===== src/rtl/modlfsr31_pkg.sv =====
package modlfsr31_pkg;

    localparam int CELL_W  = 31;
    localparam int N_CELLS = 16;
    localparam int X_W     = 32;
    localparam int HALF_W  = X_W / 2;
    localparam int N_TAPS  = 5;
    localparam int FLAT_W  = CELL_W * N_CELLS;

    // Tap positions and their power-of-two weights, applied in this order.
    localparam int TAP_IDX [N_TAPS] = '{0, 4, 10, 13, 15};
    localparam int TAP_ROT [N_TAPS] = '{8, 20, 21, 17, 15};

    typedef logic [CELL_W-1:0] cell_t;

    typedef enum logic {
        MODE_WORK = 1'b0,
        MODE_INIT = 1'b1
    } mode_e;

    typedef struct packed {
        logic [X_W-1:0] w0;
        logic [X_W-1:0] w1;
        logic [X_W-1:0] w2;
        logic [X_W-1:0] w3;
    } xwords_t;

    // Multiplication by 2^k modulo 2^31-1: a 31-bit left rotation.
    function automatic cell_t rotl(cell_t v, int unsigned k);
        return (v << k) | (v >> (CELL_W - k));
    endfunction

    // Addition modulo 2^31-1 with end-around carry.
    function automatic cell_t add_mod(cell_t a, cell_t b);
        logic [CELL_W:0] s;
        s = {1'b0, a} + {1'b0, b};
        return s[CELL_W-1:0] + {{(CELL_W-1){1'b0}}, s[CELL_W]};
    endfunction

endpackage


===== src/rtl/modlfsr31_addstage.sv =====
module modlfsr31_addstage
    import modlfsr31_pkg::*;
#(
    parameter int ROT = 0
) (
    input  cell_t acc_i,
    input  cell_t tap_i,
    output cell_t sum_o
);
    assign sum_o = add_mod(acc_i, rotl(tap_i, ROT));
endmodule


===== src/rtl/modlfsr31_tapsum.sv =====
module modlfsr31_tapsum
    import modlfsr31_pkg::*;
(
    input  cell_t cells_i [N_CELLS],
    input  mode_e mode_i,
    input  cell_t inject_i,
    output cell_t fb_o
);
    cell_t partial [N_TAPS+1];

    assign partial[0] = cells_i[0];

    for (genvar t = 0; t < N_TAPS; t++) begin : g_tap
        modlfsr31_addstage #(.ROT(TAP_ROT[t])) u_stage (
            .acc_i (partial[t]),
            .tap_i (cells_i[TAP_IDX[t]]),
            .sum_o (partial[t+1])
        );
    end

    always_comb begin
        if (mode_i == MODE_INIT) fb_o = add_mod(partial[N_TAPS], inject_i);
        else                     fb_o = partial[N_TAPS];
    end
endmodule


===== src/rtl/modlfsr31_reorg.sv =====
module modlfsr31_reorg
    import modlfsr31_pkg::*;
(
    input  cell_t   cells_i [N_CELLS],
    output xwords_t xw_o
);
    function automatic logic [X_W-1:0] pair(cell_t hi_src, cell_t lo_src);
        return {hi_src[HALF_W-1:0], lo_src[CELL_W-1:CELL_W-HALF_W]};
    endfunction

    always_comb begin
        xw_o.w0 = {cells_i[15][CELL_W-1:CELL_W-HALF_W], cells_i[14][HALF_W-1:0]};
        xw_o.w1 = pair(cells_i[11], cells_i[9]);
        xw_o.w2 = pair(cells_i[7],  cells_i[5]);
        xw_o.w3 = pair(cells_i[2],  cells_i[0]);
    end
endmodule


===== src/rtl/modlfsr31.sv =====
module modlfsr31
    import modlfsr31_pkg::*;
(
    input  logic              clk,
    input  logic              rst,
    input  logic              load_en,
    input  logic [FLAT_W-1:0] load_cells,
    input  logic              step_en,
    input  logic              init_mode,
    input  logic [CELL_W-1:0] inject,
    output logic [X_W-1:0]    x0,
    output logic [X_W-1:0]    x1,
    output logic [X_W-1:0]    x2,
    output logic [X_W-1:0]    x3
);
    cell_t             cell_q [N_CELLS];
    cell_t             fb;
    mode_e             mode_sel;
    xwords_t           xw;
    logic [FLAT_W-1:0] cell_flat;

    assign mode_sel = init_mode ? MODE_INIT : MODE_WORK;

    modlfsr31_tapsum u_tapsum (
        .cells_i  (cell_q),
        .mode_i   (mode_sel),
        .inject_i (inject),
        .fb_o     (fb)
    );

    modlfsr31_reorg u_reorg (
        .cells_i (cell_q),
        .xw_o    (xw)
    );

    always_ff @(posedge clk) begin
        if (rst) begin
            for (int i = 0; i < N_CELLS; i++) cell_q[i] <= '0;
        end else if (load_en) begin
            for (int i = 0; i < N_CELLS; i++) cell_q[i] <= load_cells[i*CELL_W +: CELL_W];
        end else if (step_en) begin
            for (int i = 0; i < N_CELLS-1; i++) cell_q[i] <= cell_q[i+1];
            cell_q[N_CELLS-1] <= fb;
        end
    end

    for (genvar i = 0; i < N_CELLS; i++) begin : g_flat
        assign cell_flat[i*CELL_W +: CELL_W] = cell_q[i];
    end

    assign x0 = xw.w0;
    assign x1 = xw.w1;
    assign x2 = xw.w2;
    assign x3 = xw.w3;
endmodule


===== config.mk =====
export PLATFORM = sky130hd
export DESIGN_NAME = modlfsr31
export DESIGN_NICKNAME = d
export VERILOG_FILES = /design/src/rtl/modlfsr31_pkg.sv /design/src/rtl/modlfsr31_addstage.sv /design/src/rtl/modlfsr31_tapsum.sv /design/src/rtl/modlfsr31_reorg.sv /design/src/rtl/modlfsr31.sv
export SDC_FILE = /design/constraint.sdc
export NUM_CORES = 2
export LEC_CHECK = 0
export BUFFER_PORTS_ARGS = -buffer_cell sky130_fd_sc_hd__buf_4
export CORE_ASPECT_RATIO = 0.5
export CORE_MARGIN = 10
export CORE_UTILIZATION = 52
export DETAILED_ROUTE_END_ITERATION = 16
export PLACE_DENSITY = 0.82
export SETUP_SLACK_MARGIN = 0.1
export SYNTH_ARGS = -nofsm -noshare
export SYNTH_HDL_FRONTEND = slang
export SYNTH_SLANG_ARGS = --single-unit

===== constraint.sdc =====
create_clock -name clk -period 22 [get_ports clk]
set_input_delay 1.1 -clock clk [delete_from_list [all_inputs] [get_ports clk]]
set_output_delay 1.1 -clock clk [all_outputs]
set_load 0.1 [all_outputs]

# ---- After elaboration in Yosys (flattened, before gate mapping)
# Index checks and enable logic that the tools add are counted.
dict set report word_totals {
  register_bits 496
  in_bits 532
  output_inout_bits 128
  wordCells 38
}
dict set report op_classes {
  n_addsub 12
  muxes 4
  n_bitwise 5
  n_reduce_logical 1
}
# operator n
set op_table {}
lappend op_table {{$mux W496} 2}
lappend op_table {{$add A31 B31 Y32} 6}
lappend op_table {{$add A31 B1 Y31} 6}
lappend op_table {{$mux W31} 1}
lappend op_table {{$or A31 B15 Y31} 1}
lappend op_table {{$or A31 B17 Y31} 1}
lappend op_table {{$or A31 B20 Y31} 1}
lappend op_table {{$or A31 B21 Y31} 1}
lappend op_table {{$or A31 B8 Y31} 1}
lappend op_table {{$reduce_bool A2 Y1} 1}
lappend op_table {{$mux W1} 1}

# ---- Logic depth before layout (Yosys ltp)
# Gate-level depths: netlist of run 1.
dict set report depth {
  ltp_word 16
  ltp_mapped 123
  mapped_depth_nobuf 120
}

# ---- Cells and area by module
# Synthesis of run 1 repeated with hierarchy kept, for this count alone.
dict set report unflattened {
  cells_unflattened 4513
  area_unflattened_um2 39387.8
}
# mod instances cells_per_inst area_per_inst_um2 seq_area_each_um2
set by_module_without_submodules {}
lappend by_module_without_submodules {modlfsr31 1 2204 22988.3 9929.5}
lappend by_module_without_submodules {{modlfsr31_addstage (u_tapsum.g_tap[0].u_stage ...)} 3 343 2487.4 0.0}
lappend by_module_without_submodules {{modlfsr31_addstage (u_tapsum.g_tap[3].u_stage ...)} 2 364 2549.9 0.0}
lappend by_module_without_submodules {modlfsr31_tapsum 1 424 2876.5 0.0}
lappend by_module_without_submodules {modlfsr31_reorg 1 128 960.9 0.0}

# ---- Least setup slack after synthesis of run 1
# No wires, ideal clock.
dict set report synth_path {
  kind {register to register}
  start {register cell_q (netlist bit cell_flat[18])}
  end {register cell_q (netlist bit cell_flat[483])}
  setup_ps 95
  t_arrival_ps 22513
  t_required_ps 21905
  slack_ps -608
  stages_incl_launch_ff 118
  path_buffers 6
  synth_period_minus_slack_ps 22608
  path_cell_list {dfxtp_1 > ha_1 > clkbuf_1 > and3_1 > and3_1 > o32a_1 > a221o_1 > a21oi_1 > o2111ai_1 > a21o_1 > a21o_1 > ha_1 > ha_1 > and3_1 > and3_1 > and3_1 > xnor2_1 > ha_1 > (+82 left out) > or2_2 > nor3_1 > o31ai_1 > a31o_2 > a21o_1 > a21o_1 > ha_1 > ha_1 > inv_1 > nor2_1 > and3_1 > clkbuf_1 > nand2_1 > nor3_1 > xnor2_1 > nand2_1 > o211ai_1 > a221oi_1}
}
dict set report synth_between {
  elab_chain_cells 16
}
# element line_no
set synth_rtl {}
lappend synth_rtl {{start, declared} modlfsr31.sv:16} ;# cell_t cell_q [N_CELLS];
lappend synth_rtl {{start signal, assigned by index} modlfsr31.sv:43} ;# cell_q[N_CELLS-1] <= fb;
lappend synth_rtl {{$or A31 B8 Y31} modlfsr31_pkg.sv:30} ;# return (v << k) | (v >> (CELL_W - k));
lappend synth_rtl {{$add A31 B31 Y32 (*)} modlfsr31_pkg.sv:36} ;# s = {1'b0, a} + {1'b0, b};
lappend synth_rtl {{$add A31 B1 Y31 (*)} modlfsr31_pkg.sv:37} ;# return s[CELL_W-1:0] + {{(CELL_W-1){1'b0}}, s[CELL_W]};
lappend synth_rtl {{$add A31 B31 Y32 (*)} modlfsr31_pkg.sv:36}
lappend synth_rtl {{$add A31 B1 Y31 (*)} modlfsr31_pkg.sv:37}
lappend synth_rtl {{$add A31 B31 Y32 (*)} modlfsr31_pkg.sv:36}
lappend synth_rtl {{$add A31 B1 Y31 (*)} modlfsr31_pkg.sv:37}
lappend synth_rtl {{$add A31 B31 Y32 (*)} modlfsr31_pkg.sv:36}
lappend synth_rtl {{$add A31 B1 Y31 (*)} modlfsr31_pkg.sv:37}
lappend synth_rtl {{$add A31 B31 Y32 (*)} modlfsr31_pkg.sv:36}
lappend synth_rtl {{$add A31 B1 Y31 (*)} modlfsr31_pkg.sv:37}
lappend synth_rtl {{$add A31 B31 Y32} modlfsr31_pkg.sv:36}
lappend synth_rtl {{$add A31 B1 Y31} modlfsr31_pkg.sv:37}
lappend synth_rtl {{$mux W31 (*)} modlfsr31_tapsum.sv:22} ;# if (mode_i == MODE_INIT) fb_o = add_mod(partial[N_TAPS], inject_i);
lappend synth_rtl {{$mux W496 (*)} modlfsr31.sv:41} ;# end else if (step_en) begin
lappend synth_rtl {{$mux W496 (*)} modlfsr31.sv:39} ;# end else if (load_en) begin
# Every way passes the cells marked *; elsewhere a longest branch is shown, timed or not. The select of a mux whose other input is x is not followed.
# A chain may end at the register's enable or synchronous reset.

# ---- Worst setup path after layout of run 1
dict set report layout_path {
  start {register cell_q (netlist bit cell_flat[8])}
  end {register cell_q (netlist bit cell_flat[469])}
}
# The elaborated chain is that of the path after synthesis.

==> summary.txt, run 1 <==
status: completed
period utilization: 98.9%
maximum clock rate: 45.9 MHz
Seq/Total Area, Yosys: 26.4%
CP max stage cell: or4_4
Synth Net Count: 5,730
initial antenna violation count: 24
final hold vios: 0
CP max stage delay: 0.59 ns
launching element type of the critical path: flop
Clock Tree Buf Depth: 3
Final setup viols: 0
Buffers on Ports: 659
clk_skew: 0.0314 ns
Synth Area in XOR/XNOR: 6.63%
Hold Startpoint: cell_flat[468]
peak supply drop: 0.000116 V
synth unique cells: 96
hold slack: 0.580 ns
Yosys reg bits: 496
Placer Congestion: 1.01
CTS clk-pin slew, worst paths: 0.07 ns
top_reg_cell synth: dfxtp_1
fin worst setup slack: 0.236 ns
Post-Synth Adder-Cell Area: 7.09%
Worst Path Arrival: 22.32 ns
worst r2r src: cell_flat[8]
fin. max-slew vios: 0
CTS Root Cell: clkbuf_16
H-tree depth: 2
power per cell area: 136 nW/um^2
minimum clock period: 21.76 ns
DR DRC count: 0
max cap viols: 0
vias after detailed routing: 40,462
Synth Area in Simple Gates: 21.4%
starting density of the core: 52.8%
gr usage total: 35.7%
Non-Filler Instances: 6,678
Final Instance Area: 47,500 um^2
number of flops mapped to enable cells by yosys: 0
row count: 69
vias per inst: 6.06
placed cell count: 6,540
max reg flops: 496
die area: 84,300 um^2
first-pass GRT wire length: 234,000 um
drt wl/cell: 24.4 um
Final Util: 66.5%
Crit Path Class: flop to flop
cts hold-fix bufs: 0
Sink Count: 496
CTS buffer count: 47
CTS tree: done
Synth async-reset ratio: 0%
Worst EP required: 22.56 ns
Die Ht: 210 um
Post-DRT Antenna Nets: 0
Worst-Margin Slew: 1.06 ns
Synthesis Warnings: 0
worst hold path type: flop to flop
final net count: 6,409
Register Area: 9960 um^2
Final HPWL DP: 131,000 um
initial DRC count: 4,704
layout cell share with drive strength beyond 1: 23.6%
fill cell count: 6,079
Crit Path Max Fanout: 4
setup TNS: 0 ns
Setup WS pre-CTS: -0.202 ns
Leak: 22.1 nW
Synth Area in Compound Gates: 19.2%
Worst-Skew Late Latency: 0.63 ns
cell mode on critical path: a21o_1
DP Area: 44,500 um^2
Tot Pwr: 6.46 mW
drt total wl: 163,000 um
synthesized area: 37,700 um^2
Crit. End Element: flop
combinational family with the most area after synthesis: simple AND/OR/NAND/NOR gates
Die Width: 401 um
vias in the first global route: 37,387
mux cell area share after synthesis: 12.9%
critical path startpoint: cell_flat[8]
num ports: 660
Slew HR: 28.8%
post-synthesis cell count: 4,988
core area: 71,400 um^2
area delta synth->final: 26.0%
gr ovfl total: 0
syn avg cell area: 7.55 um^2
area occupied by multi-input gates: 26,400 um^2
RSZ-0062 raised after global routing: yes
TritonRoute pass-1 iters: 9
largest net degree at the start of global routing: 213
[area by class of cell]
| class | instances | area share [%] |
|---|---|---|
| Timing Repair Buffer | 1050 | 16.8 |
| Tap cell | 958 | 2.53 |
| Multi-Input combinational cell | 3979 | 55.7 |
| Antenna cell | 18 | 0.0949 |
| Clock inverter | 23 | 0.448 |
| Clock buffer | 61 | 2.76 |
| Inverter | 93 | 0.736 |
| Sequential cell | 496 | 21.0 |
[Yosys cell counts (10+ instances only)]
cell type	count	share of area (%)
and2_1	30	0.50
o211a_1	10	0.27
nand2_1	194	1.9
a221oi_1	12	0.28
inv_1	93	0.93
nor2_1	1108	11
a211oi_1	41	0.82
o211ai_1	30	0.60
or3_1	23	0.38
nand2b_1	21	0.35
a31oi_1	16	0.27
o21a_1	32	0.64
a21boi_0	10	0.20
nor3b_1	11	0.22
nand4_1	43	0.71
nand3_1	90	1.2
dfxtp_1	496	26
xor2_1	105	2.4
o21bai_1	19	0.38
a2111oi_0	17	0.40
and4_1	13	0.30
nor2b_1	31	0.51
xnor2_1	180	4.2
nor3_1	90	1.2
buf_4	128	2.6
nor4_1	30	0.50
a211o_1	14	0.33
a21o_1	89	1.8
o21ai_0	113	1.5
o31ai_1	14	0.28
a21oi_1	659	8.8
buf_1	51	0.51
clkbuf_1	231	2.3
o21ai_1	10	0.13
ha_1	204	6.8
or2_2	14	0.23
mux2i_1	483	13
and3_1	49	0.81
[placed cells by master, fill, tap and decap left out, types with 89 or more instances in the layout]
master | netlist | final
mux2i_1 | 483 | 483
nor2_1 | 1108 | 1101
ha_1 | 204 | 183
o21ai_0 | 113 | 94
buf_4 | 128 | 1039
inv_1 | 93 | 92
xor2_1 | 105 | 103
dfxtp_1 | 496 | 483
a21o_1 | 89 | 89
nand2_1 | 194 | 184
a21oi_1 | 659 | 646
xnor2_1 | 180 | 167
[logic make-up after synthesis]
family / after synthesis
simple gates: 1808
compound gates: 1190
buf+inv: 513
flops: 496
mux: 486
xor+xnor: 285
fa+ha+maj: 210
[power breakdown]
| group | total, mW | leakage [nW] | internal [mW] | switching [mW] |
|---|---|---|---|---|
| registers | 1.08 | 4.10 | 0.966 | 0.112 |
| logic | 4.53 | 17.2 | 1.84 | 2.69 |
| clock network | 0.851 | 0.748 | 0.448 | 0.403 |
[critical path: cells and delay by family, from the launching register on]
kind,cells,cell delay (ns)
AND/OR/NAND/NOR,39,8.01
adder cells (fa/ha/maj),16,3.57
flip-flops,1,0.37
XOR/XNOR,6,0.87
AO/OA/AOI/OAI,48,8.11
buffers and inverters,6,0.75
[worst paths after layout]
path / to / slack [ns] / depth (start not counted)
setup reg to reg: cell_flat[469] / 0.24 / 115
hold reg to reg: cell_flat[468] / 0.58 / 2
hold / removal: cell_flat[468] / 0.58 / 2
setup / recovery: cell_flat[469] / 0.24 / 115
[routing by layer]
metal  share of wire (%)  GRT usage [%]
met4                 5.4           17.2
met3                 9.3           7.01
met5               0.024              0
met2                  45           57.3
met1                  40           45.9
[repair_timing]
action / 4_1_cts / 5_1_grt
pin swaps: 4 / 130
gates resized for setup: 20 / 223
setup endpoints to repair: 21 / 31
buffers inserted: 1 / 35
No activity file was read; power rests on OpenSTA's default activity.
==> inputs of run 2 (changes only) <==
--- a/config.mk
+++ b/config.mk
@@ -8,10 +8,11 @@
 export BUFFER_PORTS_ARGS = -buffer_cell sky130_fd_sc_hd__buf_4
 export CORE_ASPECT_RATIO = 0.5
 export CORE_MARGIN = 10
-export CORE_UTILIZATION = 52
+export CORE_UTILIZATION = 53
 export DETAILED_ROUTE_END_ITERATION = 16
-export PLACE_DENSITY = 0.82
+export PLACE_DENSITY = 0.83
 export SETUP_SLACK_MARGIN = 0.1
 export SYNTH_ARGS = -nofsm -noshare
 export SYNTH_HDL_FRONTEND = slang
+export SYNTH_HIERARCHICAL = 1
 export SYNTH_SLANG_ARGS = --single-unit
==> constraint.sdc (replaced) <==
create_clock -name clk -period 22 [get_ports clk]
set_input_delay 4.4 -clock clk [delete_from_list [all_inputs] [get_ports clk]]
set_output_delay 4.4 -clock clk [all_outputs]
set_load 0.1 [all_outputs]
==> run 2 against run 1 <==
Sequential share of layout area shrank 0.30 points. Die area grew 2.4%. Maximum frequency shrank 0.35%. Critical path depth shrank 6. Non-clock buffer count shrank 66. First-iteration DRC count shrank 28%. Critical endpoint is now cell_flat[489]. Worst hold slack lost 0.037 ns.
==> summary.txt, run 2 <==
top_reg_cell synth: dfxtp_1
number of flops mapped to enable cells by yosys: 0
Hold Startpoint: cell_flat[286]
layout cell share with drive strength beyond 1: 26.1%
synth unique cells: 104
Largest delay share family, worst path: simple AND/OR/NAND/NOR gates
DR DRC count: 0
Crit. End Element: flop
drt wl/cell: 23.7 um
Slew HR: 21.8%
CP max stage cell: or4_4
syn avg cell area: 8.73 um^2
Final setup viols: 0
commonest non-fill, non-tap cell in the layout: buf_4
starting density of the core: 53.7%
first-pass GRT wire length: 215,000 um
period utilization: 99.3%
most common cell in the synthesized netlist: a211oi_1
RSZ-0062 raised after global routing: yes
Yosys reg bits: 496
CTS clk-pin slew, worst paths: 0.07 ns
Crit Path Class: flop to flop
Yosys top cell area share: 25.2%
minimum clock period: 21.84 ns
Die Width: 406 um
post-synthesis cell count: 4,513
gr ovfl total: 0
Worst-Skew Late Latency: 0.64 ns
Seq/Total Area, Yosys: 25.2%
fin worst setup slack: 0.158 ns
fin. max-slew vios: 0
Synth area leader: dfxtp_1
clk_skew: 0.0436 ns
R2R setup slack: 0.16 ns
max reg flops: 496
Area contributors post-synth: dfxtp_1 (25%), mux2i_1 (13%), a211oi_1 (10%), nor2b_1 (8.1%), ha_1 (6.3%)
CTS tree: done
synth cell count leaders: a211oi_1 (530), nor2b_1 (512), mux2i_1 (504), dfxtp_1 (496), ha_1 (199)
num ports: 660
die area: 86,300 um^2
H-tree depth: 2
Placer Congestion: 1.03
Reg2Reg Depth: 109
Post-DRT Antenna Nets: 0
final hold vios: 0
Worst EP required: 22.51 ns
fill cell count: 5,954
R2R Path End: cell_flat[489]
most frequent cells in the layout: buf_4 (971), a211oi_1 (521), nor2b_1 (511)
Buffers on Ports: 659
vias per inst: 6.19
cts hold-fix bufs: 0
Worst-Margin Slew: 1.17 ns
vias in the first global route: 37,365
Worst Hold Path EP: cell_flat[255]
hold slack: 0.543 ns
launching element type of the critical path: flop
gr usage total: 31.1%
vias after detailed routing: 37,980
cell mode on critical path: a21o_1
Sink Count: 496
Crit Path Max Fanout: 5
core area: 73,300 um^2
largest net degree at the start of global routing: 246
Synth Net Count: 5,250
area delta synth->final: 22.1%
CTS Root Cell: clkbuf_16
final net count: 5,855
TritonRoute pass-1 iters: 7
Synthesis Warnings: 6
Setup WS pre-CTS: -0.344 ns
Synth async-reset ratio: 0%
CTS buffer count: 47
row count: 70
initial DRC count: 3,390
Clock Tree Buf Depth: 3
worst hold path type: flop to flop
Hold Crit Depth: 2
CP max stage delay: 0.60 ns
max cap viols: 0
synthesized area: 39,400 um^2
Non-Filler Instances: 6,139
worst path bufs/invs: 5
Worst Path Arrival: 22.35 ns
maximum clock rate: 45.8 MHz
initial antenna violation count: 15
drt total wl: 146,000 um
worst r2r src: cell_flat[12]
Die Ht: 213 um
Final HPWL DP: 112,000 um
status: completed
placed cell count: 5,998
[run 2: worst min-delay path: cells and delay by family, from the launching register on]
kind | cells | cell delay [ns]
DFF | 1 | 0.32
muxes | 1 | 0.13
AOI/OAI and AO/OA | 1 | 0.08
[run 2: final cells by class]
| type | count | area, um^2 | area share [%] |
|---|---|---|---|
| sequential | 496 | 9950 | 20.7 |
| timing repair buffer | 984 | 7460 | 15.5 |
| antenna | 13 | 32.5 | 0.0677 |
| inverter | 62 | 243 | 0.505 |
| clock inverter | 18 | 249 | 0.518 |
| clock buffer | 67 | 1370 | 2.85 |
| multi-input combinational | 3527 | 27600 | 57.3 |
| tap | 972 | 1220 | 2.53 |
[run 2: worst max-delay path by stage]
stage | from | endpoint | slack (ns) | cells past startpoint
floorplan | cell_flat[18] | cell_flat[490] | 0.12 | 113
finish | cell_flat[12] | cell_flat[489] | 0.16 | 109
CTS | cell_flat[12] | cell_flat[489] | 0.10 | 108
detailed placement | cell_flat[9] | cell_flat[493] | -0.34 | 106
global route | cell_flat[12] | cell_flat[489] | -0.91 | 110
global placement | cell_flat[9] | cell_flat[489] | 0.13 | 106
[run 2: per-stage QoR]
step | utilization, % | TNS [ns] | cell area, um^2
floorplan | - | 0 | 39400
global placement | 61.5 | 0 | 45100
detailed placement | 61.5 | -1.68 | 45100
CTS | 64.1 | 0 | 47000
global route | 65.6 | -7.83 | 48100
finish | 65.6 | 0 | 48100
[run 2: layer usage]
layer	track usage, %	wire length, um	vias to the layer above	part of all wire (%)
met1	38.1	59200	18360	41
met4	16.3	8200	0	5.6
met3	3.49	7590	402	5.2
met2	53.7	70600	1389	48
met5	0	0	-	0
li1	-	-	17829	-
[run 2: cell families after synthesis]
logic type | after synthesis | synth area share (%)
AND/OR/NAND/NOR | 1346 | 20.1
AO/OA/AOI/OAI | 1181 | 21.3
multiplexers | 509 | 13.0
flip-flops | 496 | 25.2
buffers and inverters | 490 | 7.37
XOR/XNOR | 286 | 6.47
adder cells (fa/ha/maj) | 205 | 6.63
[run 2: repair_timing]
item,in CTS,in global routing
setup endpoints to repair,29,31
pin swaps,20,99
buffers inserted,12,33
resized for setup,32,170
Power of run 2 is left out: the tool's default activity adds up to more than one toggle a clock period on the data nets, which glitch-free logic cannot reach.
